## src/rtl/tpu_pwm_pkg.sv

```systemverilog
package tpu_pwm_pkg;
    localparam int REG_W = 16;

    // channel register offsets within a channel window
    localparam int OFS_CTRL = 'h00;
    localparam int OFS_MODE = 'h04;
    localparam int OFS_IOC  = 'h08;
    localparam int OFS_IEN  = 'h0C;
    localparam int OFS_STAT = 'h10;
    localparam int OFS_CNT  = 'h14;
    localparam int OFS_GRA  = 'h18;
    localparam int NUM_GR   = 4;
    localparam int OFS_LAST = OFS_GRA + 4 * (NUM_GR - 1);

    localparam int CLR_B_BIT  = 6;
    localparam logic [3:0] MODE_PWM  = 4'h2;
    localparam logic [3:0] IOC_LO_HI = 4'h2;

    typedef enum logic [1:0] {
        ST_HOLD_LO,
        ST_HOLD_HI,
        ST_RUN_LO,
        ST_RUN_HI
    } chan_state_t;
endpackage

```

## src/rtl/tpu_prescaler.sv

```systemverilog
module tpu_prescaler #(
    parameter int SEL_W = 2
) (
    input  logic             clk,
    input  logic             rst,
    input  logic             run,
    input  logic [SEL_W-1:0] sel,
    output logic             tick
);
    localparam int CNT_W = 2 * ((1 << SEL_W) - 1);

    logic [CNT_W-1:0] div_cnt;
    logic [CNT_W-1:0] lim;

    always_comb begin
        lim  = CNT_W'((32'd1 << (2 * sel)) - 32'd1);
        tick = run && (div_cnt >= lim);
    end

    always_ff @(posedge clk) begin
        if (rst || !run || tick) begin
            div_cnt <= '0;
        end else begin
            div_cnt <= div_cnt + 1'b1;
        end
    end
endmodule

```

## src/rtl/tpu_pwm_chan.sv

```systemverilog
module tpu_pwm_chan
    import tpu_pwm_pkg::*;
#(
    parameter int OFS_W = 6
) (
    input  logic             clk,
    input  logic             rst,
    input  logic             run,
    input  logic             tick,
    input  logic             wr_en,
    input  logic [OFS_W-1:0] ofs,
    input  logic [REG_W-1:0] wdata,
    output logic [REG_W-1:0] rdata,
    output logic [1:0]       div_sel,
    output logic             pin
);
    logic [REG_W-1:0] ctrl_q, mode_q, ioc_q, ien_q, cnt_q;
    logic [1:0]       stat_q;
    logic [REG_W-1:0] gr_q [NUM_GR];

    chan_state_t state_q, state_d;

    logic hit_a, hit_b, pwm_en, level_nxt, to_hi, to_lo;
    logic [REG_W-1:0] cnt_nxt;
    logic [1:0] stat_set, stat_clr;

    // plain control registers
    always_ff @(posedge clk) begin
        if (rst) begin
            ctrl_q <= '0;
            mode_q <= '0;
            ioc_q  <= '0;
            ien_q  <= '0;
        end else if (wr_en) begin
            if (ofs == OFS_W'(OFS_CTRL)) ctrl_q <= wdata;
            if (ofs == OFS_W'(OFS_MODE)) mode_q <= wdata;
            if (ofs == OFS_W'(OFS_IOC))  ioc_q  <= wdata;
            if (ofs == OFS_W'(OFS_IEN))  ien_q  <= wdata;
        end
    end

    // general compare registers
    for (genvar g = 0; g < NUM_GR; g++) begin : g_gr
        always_ff @(posedge clk) begin
            if (rst) begin
                gr_q[g] <= '0;
            end else if (wr_en && (ofs == OFS_W'(OFS_GRA + 4 * g))) begin
                gr_q[g] <= wdata;
            end
        end
    end

    // counter next value and match detection
    always_comb begin
        hit_a     = (cnt_q == gr_q[0]);
        hit_b     = (cnt_q == gr_q[1]);
        cnt_nxt   = (ctrl_q[CLR_B_BIT] && hit_b) ? '0 : cnt_q + 1'b1;
        pwm_en    = (mode_q[3:0] == MODE_PWM) && (ioc_q[3:0] == IOC_LO_HI);
        level_nxt = (gr_q[0] < gr_q[1]) && (cnt_nxt >= gr_q[0]) && (cnt_nxt <= gr_q[1]);
        to_hi     = tick && pwm_en && level_nxt;
        to_lo     = tick && pwm_en && !level_nxt;
        stat_set  = tick ? {hit_b, hit_a} : 2'b00;
        stat_clr  = (wr_en && (ofs == OFS_W'(OFS_STAT))) ? wdata[1:0] : 2'b00;
    end

    always_ff @(posedge clk) begin
        if (rst) begin
            cnt_q <= '0;
        end else if (wr_en && (ofs == OFS_W'(OFS_CNT))) begin
            cnt_q <= wdata;
        end else if (tick) begin
            cnt_q <= cnt_nxt;
        end
    end

    always_ff @(posedge clk) begin
        if (rst) begin
            stat_q <= '0;
        end else begin
            stat_q <= (stat_q & ~stat_clr) | stat_set;
        end
    end

    // state register
    always_ff @(posedge clk) begin
        if (rst) begin
            state_q <= ST_HOLD_LO;
        end else begin
            state_q <= state_d;
        end
    end

    // transitions: START, STOP, RISE, FALL
    always_comb begin
        state_d = state_q;
        unique case (state_q)
            ST_HOLD_LO: if (run) state_d = to_hi ? ST_RUN_HI : ST_RUN_LO;
            ST_HOLD_HI: if (run) state_d = to_lo ? ST_RUN_LO : ST_RUN_HI;
            ST_RUN_LO: begin
                if (!run)       state_d = ST_HOLD_LO;
                else if (to_hi) state_d = ST_RUN_HI;
            end
            ST_RUN_HI: begin
                if (!run)       state_d = ST_HOLD_HI;
                else if (to_lo) state_d = ST_RUN_LO;
            end
            default: state_d = ST_HOLD_LO;
        endcase
    end

    // outputs
    always_comb begin
        pin     = (state_q == ST_RUN_HI) || (state_q == ST_HOLD_HI);
        div_sel = ctrl_q[1:0];
        rdata   = '0;
        case (ofs)
            OFS_W'(OFS_CTRL): rdata = ctrl_q;
            OFS_W'(OFS_MODE): rdata = mode_q;
            OFS_W'(OFS_IOC):  rdata = ioc_q;
            OFS_W'(OFS_IEN):  rdata = ien_q;
            OFS_W'(OFS_STAT): rdata = {{(REG_W-2){1'b0}}, stat_q};
            OFS_W'(OFS_CNT):  rdata = cnt_q;
            default:          rdata = '0;
        endcase
        for (int g = 0; g < NUM_GR; g++) begin
            if (ofs == OFS_W'(OFS_GRA + 4 * g)) rdata = gr_q[g];
        end
    end
endmodule

```

## src/rtl/tpu_pwm_unit.sv

```systemverilog
module tpu_pwm_unit
    import tpu_pwm_pkg::*;
#(
    parameter int NUM_CH  = 2,
    parameter int ADDR_W  = 8,
    parameter int CH_SPAN = 64
) (
    input  logic              clk,
    input  logic              rst,
    input  logic              bus_we,
    input  logic [ADDR_W-1:0] bus_addr,
    input  logic [REG_W-1:0]  bus_wdata,
    output logic [REG_W-1:0]  bus_rdata,
    output logic [NUM_CH-1:0] pwm_out
);
    localparam int OFS_W = $clog2(CH_SPAN);
    localparam int BLK_W = ADDR_W - OFS_W;

    logic [BLK_W-1:0]  blk;
    logic [OFS_W-1:0]  ofs;
    logic [NUM_CH-1:0] start_q;
    logic [NUM_CH-1:0] tick;
    logic [NUM_CH-1:0] ch_we;
    logic [REG_W-1:0]  ch_rdata [NUM_CH];
    logic [1:0]        ch_sel   [NUM_CH];

    assign blk = bus_addr[ADDR_W-1:OFS_W];
    assign ofs = bus_addr[OFS_W-1:0];

    // shared run-enable register
    always_ff @(posedge clk) begin
        if (rst) begin
            start_q <= '0;
        end else if (bus_we && (blk == '0) && (ofs == '0)) begin
            start_q <= bus_wdata[NUM_CH-1:0];
        end
    end

    for (genvar i = 0; i < NUM_CH; i++) begin : g_ch
        assign ch_we[i] = bus_we && (blk == BLK_W'(i + 1));

        tpu_prescaler #(.SEL_W(2)) u_presc (
            .clk  (clk),
            .rst  (rst),
            .run  (start_q[i]),
            .sel  (ch_sel[i]),
            .tick (tick[i])
        );

        tpu_pwm_chan #(.OFS_W(OFS_W)) u_chan (
            .clk     (clk),
            .rst     (rst),
            .run     (start_q[i]),
            .tick    (tick[i]),
            .wr_en   (ch_we[i]),
            .ofs     (ofs),
            .wdata   (bus_wdata),
            .rdata   (ch_rdata[i]),
            .div_sel (ch_sel[i]),
            .pin     (pwm_out[i])
        );
    end

    always_comb begin
        bus_rdata = '0;
        if ((blk == '0) && (ofs == '0)) bus_rdata = REG_W'(start_q);
        for (int i = 0; i < NUM_CH; i++) begin
            if (blk == BLK_W'(i + 1)) bus_rdata = ch_rdata[i];
        end
    end
endmodule

```

## config.mk

```make
export PLATFORM = sky130hd
export DESIGN_NAME = tpu_pwm_unit
export DESIGN_NICKNAME = d
export VERILOG_FILES = /design/src/rtl/tpu_pwm_pkg.sv /design/src/rtl/tpu_prescaler.sv /design/src/rtl/tpu_pwm_chan.sv /design/src/rtl/tpu_pwm_unit.sv
export SDC_FILE = /design/constraint.sdc
export NUM_CORES = 1
export LEC_CHECK = 0
export BUFFER_PORTS_ARGS = -buffer_cell sky130_fd_sc_hd__buf_2
export CAP_MARGIN = 15
export CELL_PAD_IN_SITES_DETAIL_PLACEMENT = 0
export CELL_PAD_IN_SITES_GLOBAL_PLACEMENT = 1
export CORE_AREA = 2 2 174 244
export CTS_CLUSTER_SIZE = 30
export DETAILED_ROUTE_END_ITERATION = 10
export DIE_AREA = 0 0 176 246
export GPL_ROUTABILITY_DRIVEN = 0
export PLACE_DENSITY = 0.84
export SLEW_MARGIN = 20
export SYNTH_ARGS = -nofsm -noshare
export SYNTH_HDL_FRONTEND = slang
export SYNTH_SLANG_ARGS = --single-unit
export TNS_END_PERCENT = 5
```

## constraint.sdc

```tcl
create_clock -name clk -period 3.1 [get_ports clk]
set_clock_uncertainty 0.15 [all_clocks]
set_input_delay 0.155 -clock clk [delete_from_list [all_inputs] [get_ports clk]]
set_output_delay 0.155 -clock clk [all_outputs]
set_load 0.01 [all_outputs]
```

# == Word level (Yosys, flattened, before mapping) ==
# Memories as Yosys holds them, arrays and structs flattened.
# Index checks and enable logic that the tools add are counted.
# W data, S select, Z words.
# totals
reg_bits,182
ram_bits,128
input_bits,27
output_inout_bits,18
wordCells,216
memories,2
# op_classes
n_addsub,6
magnitude_cmp,8
eq_ne,33
shift,2
n_mux,75
bitwise,14
n_reduce_logical,59
# mem_list
memory,words,width,rd,rd_ports_with_merged_regs,wr,line,source
g_ch[0].u_chan.gr_q,4,16,4,0,4,tpu_pwm_chan.sv:19,logic [REG_W-1:0] gr_q [NUM_GR];
g_ch[1].u_chan.gr_q,4,16,4,0,4,tpu_pwm_chan.sv:19,
# ops
op,n
$mux W16,24
$pmux W16 S6,2
$eq A16 B16 Y1,4
$mux W2,17
$logic_and A1 B1 Y1,33
$add A16 B1 Y16 const B,2
$ge A16 B16 Y1,2
$le A16 B16 Y1,2
$lt A16 B16 Y1,2
$mux W1,30
$eq A6 B5 Y1 const B,4
$eq A4 B2 Y1 const B,4
$pmux W2 S4,2
$reduce_and A2 Y1,8
$add A6 B1 Y6 const B,2
$eq A6 B4 Y1 const B,2
$eq A6 B6 Y1 const B,2
$ge A6 B6 Y1,2
$ne A3 B2 Y1 const B,4
$shl A1 B3 Y6 const A,2
$sub A6 B1 Y6 const B,2
$eq A2 B2 Y1 const B,5
$ne A2 B2 Y1 const B,4
$or A1 B1 Y1,8
other kinds (11),28

# == Longest topological paths before layout ==
# An unclocked memory read counts as a cell.
# logic_depth
ltp_word,12
mapped_depth,16
depth_no_buf,14

# == Cells and area by module ==
# Synthesis repeated with hierarchy kept, for this count alone.
# unflattened
hier_cells,2018
area_unflattened_um2,18052.3
# modules_own_cells
mod,n_inst,cells_each,area_per_inst_um2,seq_area_each_um2
tpu_pwm_chan (g_ch[0].u_chan),1,949,8563.2,3583.4
tpu_pwm_chan (g_ch[1].u_chan),1,942,8349.3,3583.4
tpu_prescaler,2,44,401.6,120.1
tpu_pwm_unit,1,39,336.6,40.0

# == Least setup slack after synthesis ==
# OpenSTA, ideal clock, no wires.
# synth_timing
path_type,register -> register
from,register g_ch[1].u_chan.cnt_q[2]
to,register g_ch[1].u_chan.state_q[0]
setup_time_ns,0.087
arrival_time_ns,3.177
slack_ns,-0.314
stages_incl_launch_ff,16
n_path_buf,3
path_cell_list,dfxtp_1 buf_4 xnor2_1 nand4_1 nor4_2 and2_1 buf_2 buf_2 nor2_1 ha_1 and4_1 nand4_1 a2111oi_0 and4b_1 o211ai_1 o31ai_1
# synth_between
elab_chain_cells,11
word_cells_on_any_way,19
# synth_rtl
item,line,source
start: declaration,tpu_pwm_chan.sv:17,"logic [REG_W-1:0] ctrl_q, mode_q, ioc_q, ien_q, cnt_q;"
start signal: assignment,tpu_pwm_chan.sv:70,cnt_q <= wdata;
start signal: assignment,tpu_pwm_chan.sv:72,cnt_q <= cnt_nxt;
"parallel branches: the longest is 2 deep, another holds $add A16 B1 Y16",n/a,
$mux W16 *,tpu_pwm_chan.sv:57,cnt_nxt = (ctrl_q[CLR_B_BIT] && hit_b) ? '0 : cnt_q + 1'b1;
$ge A16 B16 Y1,tpu_pwm_chan.sv:59,level_nxt = (gr_q[0] < gr_q[1]) && (cnt_nxt >= gr_q[0]) && (cnt_nxt <= gr_q[1]);
$logic_and A1 B1 Y1,tpu_pwm_chan.sv:59,
$logic_and A1 B1 Y1 *,tpu_pwm_chan.sv:59,
$logic_not A1 Y1,tpu_pwm_chan.sv:61,to_lo = tick && pwm_en && !level_nxt;
$logic_and A1 B1 Y1,tpu_pwm_chan.sv:61,
$mux W1,tpu_pwm_chan.sv:98,ST_HOLD_HI: if (run) state_d = to_lo ? ST_RUN_LO : ST_RUN_HI;
$mux W2,tpu_pwm_chan.sv:98,
$pmux W2 S4,tpu_pwm_chan.sv:96,unique case (state_q)
end signal: assignment,tpu_pwm_chan.sv:89,state_q <= state_d;
end: declaration,tpu_pwm_chan.sv:21,"chan_state_t state_q, state_d;"
# Every way passes the cells marked *. The select of a mux whose other input is x is not followed.
# A chain may end at the register's enable or synchronous reset.

==> metrics.md <==
| Metric | Value |
|---|---|
| # diodes | `0` |
| YS warnings | `0` |
| Total vias in the final route | `16000` |
| Vias in the first global route | `15900` |
| Total track usage | `27.9%` |
| 1st-pass router iterations | `7` |
| Outcome | `finished with violations` |
| Worst skew pair latency | `590 ps` |
| Crit path launch | `g_ch[0].u_chan.gr_q[1][1]` |
| Slack of the critical path | `-363 ps` |
| Hold Path Class | `primary input to flip-flop` |
| Crit-path max FO | `2` |
| Met1 wire length | `21900 µm` |
| Initial antenna violation count | `0` |
| Reg-to-Reg End | `g_ch[0].u_chan.state_q[0]` |
| Critical Path AT | `3800 ps` |
| Worst Path Buf+Inv | `15` |
| Starting Density | `43.6%` |
| Avg Inst Size Synth | `8.72 µm²` |
| Sequential fraction of the synthesis area | `41.6%` |
| Post-Synthesis Cells | `2053` |
| Crit start category | `flip-flop` |
| Die area | `43300 µm²` |
| Synth cell types | `66` |
| Share of layout cells above drive strength 1 | `17.3%` |
| Clk root buf | `clkbuf_16` |
| Fin crit period | `3460 ps` |
| Critical-path top delay cell | `edfxtp_1` |
| Global-route wire length before repair | `92400 µm` |
| Initial DRC count | `1605` |
| Final-report hold violation count | `0` |
| Ys flop type | `dfxtp_1` |
| Period utilization | `112%` |
| Layout area overhead | `18.6%` |
| Top Metal Used | `met4` |
| Total CTS buffers | `30` |
| Setup-failing EPs final | `4` |
| RSZ-0062 raised after global routing | `true` |
| Netlist Area Pre-Place | `17900 µm²` |
| Most area-hungry cell type in the Yosys netlist | `edfxtp_1` |
| Pwr/cell area | `433 nW/µm²` |
| WL met2 | `29600 µm` |
| Final hold slack | `60.4 ps` |
| Kind of end point of the critical path | `flip-flop` |
| Via density | `5.80` |
| Synth top cells by count | `nand2_1, a21oi_1, dfxtp_1, and2_1, edfxtp_1` |
| Core Region | `41100 µm²` |
| DIE HEIGHT | `246 µm` |
| R2R Path Start | `g_ch[0].u_chan.gr_q[1][1]` |
| Delay-heaviest family, CP | `buffers and inverters` |
| Worst-path cell chain | `xnor2_1, nand4_1, nor4_2, buf_4, buf_4, buf_4, buf_4, buf_4, buf_4, buf_4, buf_4, buf_4, buf_4, buf_4, buf_4, buf_4, buf_4, buf_4, a21oi_1, o21ai_0, nand2_1, a41o_1` |
| Top-area cell type share of the netlist area | `21.5%` |
| Worst slew pin tran | `1120 ps` |
| Count of input and output buffers | `44` |
| Synth async-reset ratio | `0%` |
| Synth top area cells | `edfxtp_1, dfxtp_1, nand2_1` |
| Relative slew slack | `24.8%` |
| Failing checks | `negative setup slack` |
| Critical path class | `flip-flop to flip-flop` |
| Syn nets | `2186` |
| Ports | `45` |
| CTS max path bufs | `3` |
| # DRC | `0` |
| GRT Residual Overflow | `0` |
| Number of max-cap violations | `0` |
| Worst Path Required | `3430 ps` |
| Largest net degree at the start of global routing | `97` |
| Per-cell routed wire length | `22.1 µm` |
| Total clock sinks | `308` |
| Hold worst-path end | `g_ch[0].u_chan.stat_q[1]` |
| Beginning of the worst hold path | `bus_addr[0]` |
| Rows | `88` |
| Worst vdd ir | `0.412 mV` |
| Routed Antenna Nets | `0` |
| Hold Path Cell Cnt | `5` |
| Count leader, synth | `nand2_1` |
| Worst R2R Path Depth | `22` |
| Fin Setup TNS | `-702 ps` |
| P_leak | `8.09 nW` |
| DPL Wire Length | `42600 µm` |
| Nets | `2322` |
| Reg clk slew, reported paths | `80 ps` |
| H-tree depth | `1` |
| Yosys reg bits | `308` |
| Most frequent cell on the critical path | `buf_4` |
| WL met3 | `3510 µm` |
| Die width | `176 µm` |
| CP peak stage delay | `410 ps` |
| Fmax | `289 MHz` |
| Final slew viol count | `0` |
| TritonCTS clock tree | `built` |
| Final wirelength | `60800 µm` |
| EDFF count, synth | `128` |
| Reg-to-reg setup timing slack | `-360 ps` |
[cell type report]
type / instances / area (µm²)
Clock buffer: 37 / 808
Timing Repair Buffer: 275 / 2090
Clock inverter: 19 / 295
Fill cell: 3700 / 19800
Sequential cell: 308 / 7460
Multi-Input combinational cell: 1502 / 9630
Inverter: 72 / 270
Tap cell: 540 / 676
[worst min-delay path, cell delays in order]
cell and delay, ps:
buf_2 140, nor4b_4 90, nand3_1 150, o21ai_0 100
a21oi_1 130
[stage by stage]
stage | power, W | instances | utilization, % | instance area, µm² | setup slack, ps
floorplan | 0.00482 | 2053 | - | 18000 | -90.3
global placement | 0.00509 | 2657 | 47.8 | 19600 | -257
detailed placement | 0.00511 | 2657 | 47.8 | 19600 | -334
CTS | 0.00922 | 2750 | 51.5 | 21100 | -297
global route | 0.00945 | 2753 | 51.7 | 21200 | -517
finish | 0.00919 | 2753 | 51.7 | 21200 | -363
[power by group]
part	leakage [nW]	switching [W]	internal, W	total (W)
clock	0.535	0.00168	0.00244	0.00412
combinational	4.89	0.000457	0.000235	0.000692
sequential	2.67	0.0000742	0.00430	0.00438
total	8.09	0.00221	0.00698	0.00919
[cells by family after synthesis]
kind of cell	Yosys count	synth area share (%)
AND/OR/NAND/NOR	815	21.7
multiplexers	37	3.49
buffers and inverters	245	5.80
flip-flops	308	41.6
AO/OA/AOI/OAI	442	15.1
adder cells (fa/ha/maj)	106	7.41
XOR/XNOR	100	4.89
[how the worst max path moves through the flow]
stage	to	slack, ps	cells past startpoint
after global placement	g_ch[0].u_chan.state_q[0]	-260	14
after detailed placement	g_ch[0].u_chan.state_q[0]	-330	13
after CTS	g_ch[0].u_chan.state_q[0]	-300	14
after floorplan	g_ch[1].u_chan.state_q[0]	-90	15
after global routing	g_ch[0].u_chan.state_q[0]	-520	15
final	g_ch[0].u_chan.state_q[0]	-360	22
[layout by cell type (no fill, tap or decap), drive strengths merged, types with 3 or more instances in the layout]
| cell type | instances |
|---|---|
| a22o | 3 |
| a221oi | 30 |
| bufinv | 7 |
| a2111oi | 5 |
| edfxtp | 128 |
| a21o | 24 |
| a222oi | 16 |
| xnor2 | 84 |
| clkinvlp | 3 |
| or2 | 8 |
| a21oi | 216 |
| and2 | 141 |
| dfxtp | 180 |
| nor2 | 129 |
| o22ai | 16 |
| nand3 | 28 |
| nand2b | 10 |
| a211oi | 34 |
| buf | 256 |
| nor4b | 5 |
| o21ai | 60 |
| inv | 72 |
| nor4 | 7 |
| nor3 | 55 |
| xor2 | 16 |
| dlygate4sd3 | 19 |
| a31oi | 17 |
| mux4 | 20 |
| nand2 | 366 |
| ha | 106 |
| nand4 | 30 |
| nor2b | 11 |
| and4 | 5 |
| a311oi | 5 |
| mux2i | 17 |
| clkbuf | 37 |
| and3 | 13 |
| clkinv | 9 |
[registers in the layout, summed over array words and instances, names as in the netlist, 4 cells and up]
| register | flops |
|---|---|
| g_ch.u_chan.ctrl_q | 32 |
| g_ch.u_chan.gr_q | 128 |
| g_ch.u_chan.ioc_q | 32 |
| g_ch.u_chan.stat_q | 4 |
| g_ch.u_chan.cnt_q | 32 |
| g_ch.u_chan.mode_q | 32 |
| g_ch.u_chan.ien_q | 32 |
| g_ch.u_presc.div_cnt | 12 |
[per-layer routing]
layer / vias to the layer above / track usage [%]
li1: 7438 / -
met1: 7628 / 30.9
met2: 692 / 48.0
met3: 213 / 3.23
met4: 0 / 22.8
met5: - / 0
[what timing repair did]
| item | in CTS | in global routing |
|---|---|---|
| pin swaps | 18 | 12 |
| endpoints found under the hold margin | 162 | 0 |
| gates cloned | 2 | 0 |
| setup endpoints to repair | 3 | 3 |
| hold buffers | 19 | 0 |
| setup buffers | 17 | 3 |
| resized for setup | 21 | 13 |
Note: power is estimated with default switching activity, not from simulation.
